`src/rtl/sysctl_pkg.sv`:
```
package sysctl_pkg;
  localparam logic [7:0] OFS_REV     = 8'h08;
  localparam logic [7:0] OFS_ISTAT   = 8'h50;
  localparam logic [7:0] OFS_IMASK   = 8'h52;
  localparam logic [7:0] OFS_IROUTE  = 8'h54;
  localparam logic [7:0] OFS_GPO_DAT = 8'h78;
  localparam logic [7:0] OFS_GPO_OE  = 8'h7C;
  localparam logic [7:0] OFS_CLKCTL  = 8'h98;
  localparam logic [7:0] OFS_FUNCEN  = 8'hE0;
  localparam logic [7:0] OFS_MODE    = 8'hE4;

  typedef struct packed {
    logic       wr;
    logic [7:0] addr;
    logic [7:0] data;
  } sc_wr_t;
endpackage

```
`src/rtl/sysctl_byte_reg.sv`:
```
// Multi-byte register built of independent byte lanes, little-endian.
module sysctl_byte_reg
  import sysctl_pkg::*;
#(
  parameter int         NBYTES = 2,
  parameter logic [7:0] BASE   = 8'h00
) (
  input  logic                  clk,
  input  logic                  rst,
  input  sc_wr_t                wr,
  input  logic [7:0]            rd_addr,
  output logic [8*NBYTES-1:0]   value,
  output logic [7:0]            rd_byte
);
  logic [7:0] lane_q [NBYTES];
  logic [7:0] rd_ofs;

  for (genvar b = 0; b < NBYTES; b++) begin : g_lane
    localparam logic [7:0] LANE_ADDR = BASE + 8'(b);
    always_ff @(posedge clk) begin
      if (rst)
        lane_q[b] <= '0;
      else if (wr.wr && wr.addr == LANE_ADDR)
        lane_q[b] <= wr.data;
    end
    assign value[8*b +: 8] = lane_q[b];
  end

  assign rd_ofs = rd_addr - BASE;

  always_comb begin
    rd_byte = '0;
    for (int b = 0; b < NBYTES; b++)
      if (rd_ofs == 8'(b)) rd_byte = lane_q[b];
  end
endmodule

```
`src/rtl/sysctl_gpio_out.sv`:
```
// Output data/enable lanes, effective level and per-pin change pulses.
module sysctl_gpio_out
  import sysctl_pkg::*;
#(
  parameter int NUM_GPIO = 16,
  parameter int LANES    = 3
) (
  input  logic                 clk,
  input  logic                 rst,
  input  sc_wr_t               wr,
  input  logic [7:0]           rd_addr,
  output logic [7:0]           rd_byte,
  output logic [8*LANES-1:0]   eff_word,
  output logic [NUM_GPIO-1:0]  pins,
  output logic [NUM_GPIO-1:0]  evt
);
  localparam int W = 8 * LANES;

  logic [W-1:0] data_w, oe_w;
  logic [7:0]   data_rd, oe_rd;
  logic [NUM_GPIO-1:0] pins_q, evt_q;

  sysctl_byte_reg #(.NBYTES(LANES), .BASE(OFS_GPO_DAT)) u_data (
    .clk(clk), .rst(rst), .wr(wr), .rd_addr(rd_addr),
    .value(data_w), .rd_byte(data_rd));

  sysctl_byte_reg #(.NBYTES(LANES), .BASE(OFS_GPO_OE)) u_oe (
    .clk(clk), .rst(rst), .wr(wr), .rd_addr(rd_addr),
    .value(oe_w), .rd_byte(oe_rd));

  assign eff_word = data_w & oe_w;

  always_ff @(posedge clk) begin
    if (rst) begin
      pins_q <= '0;
      evt_q  <= '0;
    end else begin
      pins_q <= eff_word[NUM_GPIO-1:0];
      evt_q  <= eff_word[NUM_GPIO-1:0] ^ pins_q;
    end
  end

  assign pins    = pins_q;
  assign evt     = evt_q;
  assign rd_byte = data_rd | oe_rd;
endmodule

```
`src/rtl/sysctl_irq_agg.sv`:
```
// Level-following interrupt status, mask byte and combined host line.
module sysctl_irq_agg
  import sysctl_pkg::*;
#(
  parameter int NUM_IRQ = 8
) (
  input  logic               clk,
  input  logic               rst,
  input  sc_wr_t             wr,
  input  logic [7:0]         rd_addr,
  input  logic [NUM_IRQ-1:0] req,
  output logic [7:0]         rd_byte,
  output logic [NUM_IRQ-1:0] status,
  output logic [NUM_IRQ-1:0] mask,
  output logic               host_irq
);
  logic [NUM_IRQ-1:0] status_q;
  logic [7:0]         mask_w, mask_rd, st8;
  logic               host_q;

  sysctl_byte_reg #(.NBYTES(1), .BASE(OFS_IMASK)) u_mask (
    .clk(clk), .rst(rst), .wr(wr), .rd_addr(rd_addr),
    .value(mask_w), .rd_byte(mask_rd));

  always_ff @(posedge clk) begin
    if (rst) begin
      status_q <= '0;
      host_q   <= 1'b0;
    end else begin
      status_q <= req;
      host_q   <= |(status_q & mask_w[NUM_IRQ-1:0]);
    end
  end

  always_comb begin
    st8 = '0;
    st8[NUM_IRQ-1:0] = status_q;
  end

  assign rd_byte  = mask_rd | ((rd_addr == OFS_ISTAT) ? st8 : 8'h00);
  assign status   = status_q;
  assign mask     = mask_w[NUM_IRQ-1:0];
  assign host_irq = host_q;
endmodule

```
`src/rtl/sysctl_unit.sv`:
```
module sysctl_unit
  import sysctl_pkg::*;
#(
  parameter int         NUM_GPIO  = 16,
  parameter int         GPO_LANES = 3,
  parameter int         NUM_IRQ   = 8,
  parameter logic [7:0] REV_ID    = 8'h3A
) (
  input  logic                clk,
  input  logic                rst,
  input  logic                wr_en,
  input  logic                rd_en,
  input  logic [7:0]          addr,
  input  logic [7:0]          wdata,
  output logic [7:0]          rdata,
  input  logic [NUM_IRQ-1:0]  irq_req,
  output logic                host_irq,
  output logic [NUM_GPIO-1:0] gpio_pins,
  output logic [NUM_GPIO-1:0] gpio_evt
);
  sc_wr_t wr;
  logic [7:0] gpio_rd, irq_rd, route_rd, clk_rd, fen_rd, mode_rd, rev_rd, rd_mux;
  logic [8*GPO_LANES-1:0] gpio_eff;
  logic [NUM_IRQ-1:0] irq_status, irq_mask;
  logic [7:0]  route_w, fen_w;
  logic [15:0] clk_w, mode_w;
  logic [7:0]  rdata_q;

  assign wr = '{wr: wr_en, addr: addr, data: wdata};

  sysctl_gpio_out #(.NUM_GPIO(NUM_GPIO), .LANES(GPO_LANES)) u_gpio (
    .clk(clk), .rst(rst), .wr(wr), .rd_addr(addr), .rd_byte(gpio_rd),
    .eff_word(gpio_eff), .pins(gpio_pins), .evt(gpio_evt));

  sysctl_irq_agg #(.NUM_IRQ(NUM_IRQ)) u_irq (
    .clk(clk), .rst(rst), .wr(wr), .rd_addr(addr), .req(irq_req),
    .rd_byte(irq_rd), .status(irq_status), .mask(irq_mask),
    .host_irq(host_irq));

  sysctl_byte_reg #(.NBYTES(1), .BASE(OFS_IROUTE)) u_route (
    .clk(clk), .rst(rst), .wr(wr), .rd_addr(addr),
    .value(route_w), .rd_byte(route_rd));

  sysctl_byte_reg #(.NBYTES(2), .BASE(OFS_CLKCTL)) u_clkctl (
    .clk(clk), .rst(rst), .wr(wr), .rd_addr(addr),
    .value(clk_w), .rd_byte(clk_rd));

  sysctl_byte_reg #(.NBYTES(1), .BASE(OFS_FUNCEN)) u_funcen (
    .clk(clk), .rst(rst), .wr(wr), .rd_addr(addr),
    .value(fen_w), .rd_byte(fen_rd));

  sysctl_byte_reg #(.NBYTES(2), .BASE(OFS_MODE)) u_mode (
    .clk(clk), .rst(rst), .wr(wr), .rd_addr(addr),
    .value(mode_w), .rd_byte(mode_rd));

  assign rev_rd = (addr == OFS_REV) ? REV_ID : 8'h00;
  assign rd_mux = gpio_rd | irq_rd | route_rd | clk_rd | fen_rd | mode_rd | rev_rd;

  always_ff @(posedge clk) begin
    if (rst)
      rdata_q <= '0;
    else if (rd_en)
      rdata_q <= rd_mux;
  end

  assign rdata = rdata_q;
endmodule

```
`config.mk`:
```
export PLATFORM = sky130hd
export DESIGN_NAME = sysctl_unit
export DESIGN_NICKNAME = d
export VERILOG_FILES = /design/src/rtl/sysctl_pkg.sv /design/src/rtl/sysctl_byte_reg.sv /design/src/rtl/sysctl_gpio_out.sv /design/src/rtl/sysctl_irq_agg.sv /design/src/rtl/sysctl_unit.sv
export SDC_FILE = /design/constraint.sdc
export NUM_CORES = 1
export LEC_CHECK = 0
export CAP_MARGIN = 5
export CORE_MARGIN = 3
export CORE_UTILIZATION = 60
export DETAILED_ROUTE_END_ITERATION = 8
export PLACE_DENSITY = 0.78
export SETUP_SLACK_MARGIN = 0.02
export SLEW_MARGIN = 20
export SYNTH_ARGS = -nofsm -noshare
export SYNTH_HDL_FRONTEND = slang
export SYNTH_HIERARCHICAL = 1
export SYNTH_SLANG_ARGS = --single-unit
```
`constraint.sdc`:
```
create_clock -name clk -period 5.13 [get_ports clk]
set_input_delay 1.026 -clock clk [delete_from_list [all_inputs] [get_ports clk]]
set_output_delay 1.026 -clock clk [all_outputs]
set_load 0.05 [all_outputs]
```
==> results of run 1 <==
-- per-stage QoR --
stage               area (µm²)  total power (µW)  utilization  instances
floorplan                 8064              1639            -        701
global placement          8810              1767       0.6842        915
detailed placement        8810              1779       0.6842        915
CTS                       9359              2924       0.7268        947
global route              9379              3012       0.7284        947
finish                    9379              2911       0.7284        947
-- final cells by class --
class / instances / area, µm²
Timing Repair Buffer: 76 / 745.7
Multi-Input combinational cell: 456 / 3547
Inverter: 58 / 217.7
Clock inverter: 10 / 62.56
Tap cell: 172 / 215.2
Sequential cell: 153 / 4104
Clock buffer: 22 / 486.7
Fill cell: 910 / 3497
-- worst paths after layout --
check | start | end | cells after the start
max | addr[7] | rdata[6]$_SDFFE_PP0P_ | 7
max reg2reg | u_gpio/u_data/lane_q[0][6]$_SDFFCE_PN0P_ | rdata[6]$_SDFFE_PP0P_ | 6
min | rdata[0]$_SDFFE_PP0P_ | rdata[0]$_SDFFE_PP0P_ | 2
min reg2reg | rdata[0]$_SDFFE_PP0P_ | rdata[0]$_SDFFE_PP0P_ | 2
-- critical path, stage by stage --
cell	delay, ns
clkdlybuf4s50_1	0.98
and3b_1	0.26
o211ai_1	0.50
nor3_1	0.12
or2_1	0.25
nor4_1	0.62
a311oi_1	0.18
-- power by group through the flow --
stage	logic [µW]	clock network, µW	registers (µW)
2_1_floorplan	159	0	1480
3_3_place_gp	338	0	1430
3_5_place_dp	346	0	1430
4_1_cts	348	1170	1410
5_1_grt	372	1230	1410
6_report	351	1150	1410
-- registers in the layout, summed over array words and instances, names as in the netlist, 16 cells and up --
signal	cells
u_clkctl/lane_q	16
u_gpio/evt	16
u_gpio/pins	16
u_gpio/u_data/lane_q	24
u_gpio/u_oe/lane_q	24
u_mode/lane_q	16
-- routing by layer --
| metal | up-vias | track usage | share of wire |
|---|---|---|---|
| met4 | 0 | 0.1064 | 0.028 |
| li1 | 2650 | - | - |
| met2 | 291 | 0.4299 | 0.47 |
| met1 | 2736 | 0.3749 | 0.42 |
| met3 | 40 | 0.05571 | 0.080 |
| met5 | - | 0 | 0 |
==> results.yml, run 1 <==
sta:
  tns_ns: 0
  skew_ns: 0.005614
  final.setup.worst_slack_ns: 1.430
  fin_crit_ns: 3.700
  rsz0062_at_grt: "false"
  hold_viol: 0
  maxSlewViolCount: 0
  fmax_ghz: 0.2703
  hold_ws_ns: 0.4968
  setup_violations: 0
  worst_slew_pin_slew_ns: 1.052
  period_share: 0.7212
  max_slew_margin: 0.2985
die:
  initial_utilization: 0.6263
  die_w_um: 121.9
  dieHeight_um: 121.9
  fp.coreArea_um2: 12880
  ios: 69
  placementRows: 41
  dieArea_um2: 14870
critical_path:
  worstPathArrival_ns: 3.95
  critPathKind: "in2reg"
  setup.worst_path.end_class: "flop"
  startpoint_type: "input pin"
  required_ns: 5.38
  cp_max_fo: 20
  reg2reg_slack_ns: 2.99
finish:
  layout_commonest_cell: "edfxtp_1"
  layout.nets: 794
  syn_to_final_growth_pct: 16.31
  layout-drive-gt1-share: 0.1910
  num_antenna_cells: 0
  layout_common_cells: "104 x edfxtp_1, 72 x and2_1, 66 x clkdlybuf4s50_1"
global_routing:
  grt_first_pass_wirelength_um: 30290
  grt_pass1_vias: 5580
  antenna_found_initial: 0
  gr-usage-all-layers: 0.2730
  grt_max_degree: 94
  grt-ovfl-total: 0
status:
  status: "finished clean"
power_and_ir_drop:
  sw_frac_of_total: 0.2525
  power.internal_uw: 2176
  power.density_nw_per_um2: 310.3
  pwr-share-comb: 0.121
  p_leak_uw: 0.003389
  clkPwrFrac: 0.396
  power_frac_seq: 0.483
  switchingPower_uw: 734.9
  irDropWorstVdd_v: 0.0001959
cts:
  clock_latency_ns: 0.42
  cts_tree: "built"
  path_clk_slew_ns: 0.06
  clock-root-buffer: "clkbuf_16"
  cts_hold_buffers: 0
  cts_setup_buffers: 0
  htree_levels: 4
  clock_path_buffers: 2
  cts_buffers: 17
  cts_sinks: 153
  cts_resized: 0
route:
  wl_um: 19220
  drt_iter0_drc: 630
  postRouteAntennaNets: 0
  drc: 0
  drt_pass1_iterations: 5
  via_per_inst: 6.037
  wl_per_cell_um: 20.29
  via_count: 5717
yosys:
  syn_nets: 733
  synth_area_um2: 8064
  postSynthAreaPerCell_um2: 11.50
  syn_inst: 701
  yosysWarnings: 6
job:
  drv_cap: 0
placement:
  port_buffers: 68
  pre_cts_slack_ns: 1.052
  hpwlAfterDp_um: 13510
  gp_congestion: 0.9773
min_path:
  hp-class: "reg2reg"
(Power assumes the default switching activity.)
==> run 2, diff against run 1 <==
--- a/config.mk
+++ b/config.mk
@@ -7,9 +7,9 @@
 export LEC_CHECK = 0
 export CAP_MARGIN = 5
 export CORE_MARGIN = 3
-export CORE_UTILIZATION = 60
+export CORE_UTILIZATION = 53
 export DETAILED_ROUTE_END_ITERATION = 8
-export PLACE_DENSITY = 0.78
+export PLACE_DENSITY = 0.73
 export SETUP_SLACK_MARGIN = 0.02
 export SLEW_MARGIN = 20
 export SYNTH_ARGS = -nofsm -noshare
==> constraint.sdc (replaced) <==
create_clock -name clk -period 3 [get_ports clk]
set_input_delay 0.6 -clock clk [delete_from_list [all_inputs] [get_ports clk]]
set_output_delay 0.6 -clock clk [all_outputs]
set_load 0.05 [all_outputs]
==> results.yml, run 2 (synthesis results as in run 1) <==
finish:
  layout.nets: 854
  layout_commonest_cell: "edfxtp_1"
  layout-drive-gt1-share: 0.2455
  num_antenna_cells: 0
  syn_to_final_growth_pct: 22.73
  layout_common_cells: "104 x edfxtp_1, 72 x and2_1, 66 x clkdlybuf4s50_1, 66 x buf_4, 57 x inv_1"
  top_regs: "u_gpio/u_data/lane_q: 24 flops, u_gpio/u_oe/lane_q: 24 flops"
route:
  postRouteAntennaNets: 0
  wl_per_cell_um: 19.99
  drt_pass1_iterations: 5
  via_count: 5927
  drt_iter0_drc: 544
  via_per_inst: 5.816
  drc: 0
  wl_um: 20370
power_and_ir_drop:
  sw_frac_of_total: 0.2542
  clkPwrFrac: 0.410
  switchingPower_uw: 1316
  power_frac_seq: 0.465
  p_leak_uw: 0.003701
  power.density_nw_per_um2: 523.0
  totalPowerFinal_uw: 5176
  irDropWorstVdd_v: 0.0003418
  pwr-share-comb: 0.125
  power.internal_uw: 3860
critical_path:
  critPathKind: "in2reg"
  startpoint_type: "input pin"
  crit_cells: 9
  critPathLaunch: "addr[4]"
  cp.buffers_inverters: 2
  r2r_cells: 7
  cp_max_fo: 14
  timing.rr.start: "u_gpio/u_data/lane_q[2][5]$_SDFFCE_PN0P_"
  path_delay_family: "simple AND/OR/NAND/NOR gates"
  crit_path_cell_trace: "clkdlybuf4s50_1 -> buf_4 -> and4b_1 -> nand3_1 -> a21oi_1 -> or2_1 -> or4_4 -> nor3_2 -> a311oi_1"
  worstPathArrival_ns: 2.91
  setup.worst_path.end_class: "flop"
  reg2reg_slack_ns: 1.00
  critPathMaxStageDelay_ns: 0.53
  required_ns: 3.28
  r2r-end: "rdata[5]$_SDFFE_PP0P_"
  crit_path_top_delay_cell: "or4_4"
  crit_path_end: "rdata[1]$_SDFFE_PP0P_"
die:
  fp.coreArea_um2: 14700
  ios: 69
  dieArea_um2: 16730
  initial_utilization: 0.5486
  dieHeight_um: 129.4
  placementRows: 44
  die_w_um: 129.4
sta:
  fin_crit_ns: 2.636
  maxSlewViolCount: 0
  worst_slew_pin_slew_ns: 0.7747
  hold_viol: 0
  fmax_ghz: 0.3794
  hold_ws_ns: 0.5030
  tns_ns: 0
  period_share: 0.8786
  setup_violations: 0
  max_slew_margin: 0.4836
  rsz0062_at_grt: "false"
  skew_ns: 0.006516
cts:
  clock_latency_ns: 0.43
  cts_resized: 0
  cts_setup_buffers: 0
  cts_hold_buffers: 0
  cts_sinks: 153
  clock-root-buffer: "clkbuf_16"
  htree_levels: 4
  path_clk_slew_ns: 0.06
  clock_path_buffers: 2
  cts_buffers: 17
  cts_tree: "built"
global_routing:
  grt-ovfl-total: 0
  grt_first_pass_wirelength_um: 31770
  grt_max_degree: 69
  antenna_found_initial: 0
  gr-usage-all-layers: 0.2524
  grt_pass1_vias: 5724
placement:
  hpwlAfterDp_um: 14710
  gp_congestion: 0.9987
  port_buffers: 68
status:
  status: "finished clean"
job:
  drv_cap: 0
min_path:
  hp-class: "reg2reg"
[run 2: stage by stage]
stage	std cells	worst slack, ns	utilization	cell area, µm²
2_1_floorplan	701	0.6278	-	8064
3_3_place_gp	987	-0.05123	0.6327	9300
3_5_place_dp	987	-0.03947	0.6327	9300
4_1_cts	1019	0.4087	0.6733	9897
5_1_grt	1019	0.2386	0.6733	9897
6_report	1019	0.3643	0.6733	9897
[run 2: final cells by class]
class / count / area [µm²]
Tap cell: 184 / 230.2
Timing Repair Buffer: 136 / 1221
Clock buffer: 23 / 526.8
Clock inverter: 9 / 70.07
Multi-Input combinational cell: 456 / 3527
Sequential cell: 153 / 4104
Fill cell: 1097 / 4802
Inverter: 58 / 217.7
[run 2: per-layer routing]
layer | vias to the layer above | global-route usage | wire (µm)
met4 | 0 | 0.1001 | 554
li1 | 2760 | - | -
met5 | - | 0 | 0
met2 | 273 | 0.3774 | 9180
met3 | 37 | 0.04988 | 1569
met1 | 2857 | 0.3637 | 9061
[run 2: power groups by stage]
stage	registers (µW)	clock network, µW	logic [µW]
final	2410	2120	646
after global routing	2420	2230	686
after CTS	2410	2150	644
after detailed placement	2450	0	641
after global placement	2450	0	627
after floorplan	2530	0	272
[run 2: worst reg2reg max path, stage by stage (launching register included)]
cell and delay [ns]:
edfxtp_1 0.38, mux2i_1 0.25, a2bb2oi_1 0.21, nor3_1 0.06, or2_1 0.21, or4_4 0.53
nor3_2 0.12, a311oi_1 0.10
[run 2: worst min path at each step]
stage / start / endpoint / slack [ns] / cells after the start
3_3_place_gp: rdata[6]$_SDFFE_PP0P_ / rdata[6]$_SDFFE_PP0P_ / 0.50 / 2
6_report: rdata[6]$_SDFFE_PP0P_ / rdata[6]$_SDFFE_PP0P_ / 0.50 / 2
2_1_floorplan: u_irq/status[2]$_SDFF_PP0_ / u_irq/host_irq$_SDFF_PP0_ / 0.53 / 2
5_1_grt: rdata[6]$_SDFFE_PP0P_ / rdata[6]$_SDFFE_PP0P_ / 0.52 / 2
4_1_cts: rdata[6]$_SDFFE_PP0P_ / rdata[6]$_SDFFE_PP0P_ / 0.50 / 2
3_5_place_dp: rdata[6]$_SDFFE_PP0P_ / rdata[6]$_SDFFE_PP0P_ / 0.50 / 2
==> run 3, diff against run 2 <==
--- a/config.mk
+++ b/config.mk
@@ -8,6 +8,8 @@
 export CAP_MARGIN = 5
 export CORE_MARGIN = 3
 export CORE_UTILIZATION = 53
+export CTS_BUF_LIST = sky130_fd_sc_hd__clkbuf_4 sky130_fd_sc_hd__clkbuf_8 sky130_fd_sc_hd__clkbuf_16
+export CTS_CLUSTER_SIZE = 8
 export DETAILED_ROUTE_END_ITERATION = 8
 export PLACE_DENSITY = 0.73
 export SETUP_SLACK_MARGIN = 0.02
@@ -16,3 +18,4 @@
 export SYNTH_HDL_FRONTEND = slang
 export SYNTH_HIERARCHICAL = 1
 export SYNTH_SLANG_ARGS = --single-unit
+export TNS_END_PERCENT = 1
==> results.yml, run 3 (synthesis results as in run 1) <==
route:
  wl_per_cell_um: 19.98
  drt_pass1_iterations: 5
  postRouteAntennaNets: 0
  via_count: 5924
  wl_um: 20360
  via_per_inst: 5.814
  drt_iter0_drc: 544
  drc: 0
global_routing:
  gr-usage-all-layers: 0.2524
  grt_pass1_vias: 5724
  antenna_found_initial: 0
  grt_max_degree: 69
  grt-ovfl-total: 0
  grt_first_pass_wirelength_um: 31770
finish:
  layout-drive-gt1-share: 0.2455
  top_regs: "u_gpio/u_data/lane_q: 24 flops, u_gpio/u_oe/lane_q: 24 flops"
  seq_area_um2: 4104
  num_antenna_cells: 0
  syn_to_final_growth_pct: 22.76
  layout_commonest_cell: "edfxtp_1"
  nFillCells: 1097
  fin_cells: 1019
  multi_input_comb_area_um2: 3527
  layout.nets: 854
  fin_util: 0.6735
  layout_common_cells: "104 x edfxtp_1, 72 x and2_1, 66 x clkdlybuf4s50_1, 66 x buf_4, 57 x inv_1"
critical_path:
  crit_path_top_delay_cell: "or4_4"
  critPathKind: "in2reg"
  crit_path_cell_trace: "clkdlybuf4s50_1 -> buf_4 -> and4b_1 -> nand3_1 -> a21oi_1 -> or2_1 -> or4_4 -> nor3_2 -> a311oi_1"
  startpoint_type: "input pin"
  crit_path_end: "rdata[1]$_SDFFE_PP0P_"
  critPathLaunch: "addr[4]"
  r2r_cells: 7
  required_ns: 3.28
  reg2reg_slack_ns: 1.00
  cp_max_fo: 14
  critPathMaxStageDelay_ns: 0.53
  r2r-end: "rdata[5]$_SDFFE_PP0P_"
  worstPathArrival_ns: 2.91
  timing.rr.start: "u_gpio/u_data/lane_q[2][5]$_SDFFCE_PN0P_"
  setup.worst_path.end_class: "flop"
cts:
  cts_buffers: 17
  cts_tree: "built"
  cts_resized: 0
  clock_path_buffers: 2
  clock-root-buffer: "clkbuf_16"
  htree_levels: 4
  clock_latency_ns: 0.43
  cts_setup_buffers: 0
  path_clk_slew_ns: 0.06
  cts_hold_buffers: 0
  cts_sinks: 153
sta:
  hold_viol: 0
  rsz0062_at_grt: "false"
  skew_ns: 0.006516
  fmax_ghz: 0.3794
  max_slew_margin: 0.4841
  period_share: 0.8785
  worst_slew_pin_slew_ns: 0.7739
  setup_violations: 0
  fin_crit_ns: 2.636
  hold_ws_ns: 0.5030
  maxSlewViolCount: 0
die:
  fp.coreArea_um2: 14700
  die_w_um: 129.4
  initial_utilization: 0.5486
  dieHeight_um: 129.4
  ios: 69
  placementRows: 44
  dieArea_um2: 16730
job:
  drv_cap: 0
power_and_ir_drop:
  p_leak_uw: 0.003701
  switchingPower_uw: 1316
  sw_frac_of_total: 0.2539
  power_frac_seq: 0.465
  totalPowerFinal_uw: 5182
  power.density_nw_per_um2: 523.5
  power.internal_uw: 3866
  clkPwrFrac: 0.410
  pwr-share-comb: 0.125
  irDropWorstVdd_v: 0.0003419
placement:
  place_inst: 987
  port_buffers: 68
  gp_congestion: 0.9987
  hpwlAfterDp_um: 14710
min_path:
  hp-class: "reg2reg"
  hold_depth: 2
status:
  status: "finished clean"
==> run 3: cell count changes in the layout (fill, tap and decap cells not counted) <==
cell,before,now
clkbuf_4,1,2
clkbuf_2,1,0
==> run 3: worst min-delay path by stage <==
stage | end | slack, ns | start
6_report | rdata[6]$_SDFFE_PP0P_ | 0.50 | rdata[6]$_SDFFE_PP0P_
3_5_place_dp | rdata[6]$_SDFFE_PP0P_ | 0.50 | rdata[6]$_SDFFE_PP0P_
2_1_floorplan | u_irq/host_irq$_SDFF_PP0_ | 0.53 | u_irq/status[2]$_SDFF_PP0_
4_1_cts | rdata[6]$_SDFFE_PP0P_ | 0.50 | rdata[6]$_SDFFE_PP0P_
5_1_grt | rdata[6]$_SDFFE_PP0P_ | 0.52 | rdata[6]$_SDFFE_PP0P_
3_3_place_gp | rdata[6]$_SDFFE_PP0P_ | 0.50 | rdata[6]$_SDFFE_PP0P_
==> run 3: stage by stage <==
| stage | TNS (ns) | setup slack, ns | cell area [µm²] |
|---|---|---|---|
| finish | 0 | 0.3644 | 9899 |
| global route | 0 | 0.2386 | 9899 |
| CTS | 0 | 0.4087 | 9899 |
| detailed placement | -0.1239 | -0.03947 | 9300 |
| global placement | -0.05123 | -0.05123 | 9300 |
| floorplan | 0 | 0.6278 | 8064 |
==> run 3: layout make-up <==
class | count | area share
Tap cell | 184 | 0.02326
Clock inverter | 9 | 0.007078
Multi-Input combinational cell | 456 | 0.3563
Sequential cell | 153 | 0.4146
Inverter | 58 | 0.02199
Timing Repair Buffer | 136 | 0.1234
Clock buffer | 23 | 0.05346
==> run 3: worst max-delay path: cells and delay by family <==
| family | cells | cell delay (ns) |
|---|---|---|
| AO/OA/AOI/OAI | 2 | 0.21 |
| buffers and inverters | 2 | 0.72 |
| AND/OR/NAND/NOR | 5 | 1.37 |
==> run 3: per-layer routing <==
metal | up-vias | wire [µm] | global-route usage | share of wire
met3 | 37 | 1556 | 0.04988 | 0.076
met4 | 0 | 554 | 0.1001 | 0.027
met2 | 270 | 9181 | 0.3774 | 0.45
met5 | - | 0 | 0 | 0
met1 | 2857 | 9071 | 0.3637 | 0.45
li1 | 2760 | - | - | -
==> run 3: power by group through the flow <==
stage	logic, µW	registers (µW)	clock network (µW)
floorplan	272	2530	0
global placement	627	2450	0
detailed placement	641	2450	0
CTS	644	2410	2150
global route	686	2420	2240
finish	646	2410	2130
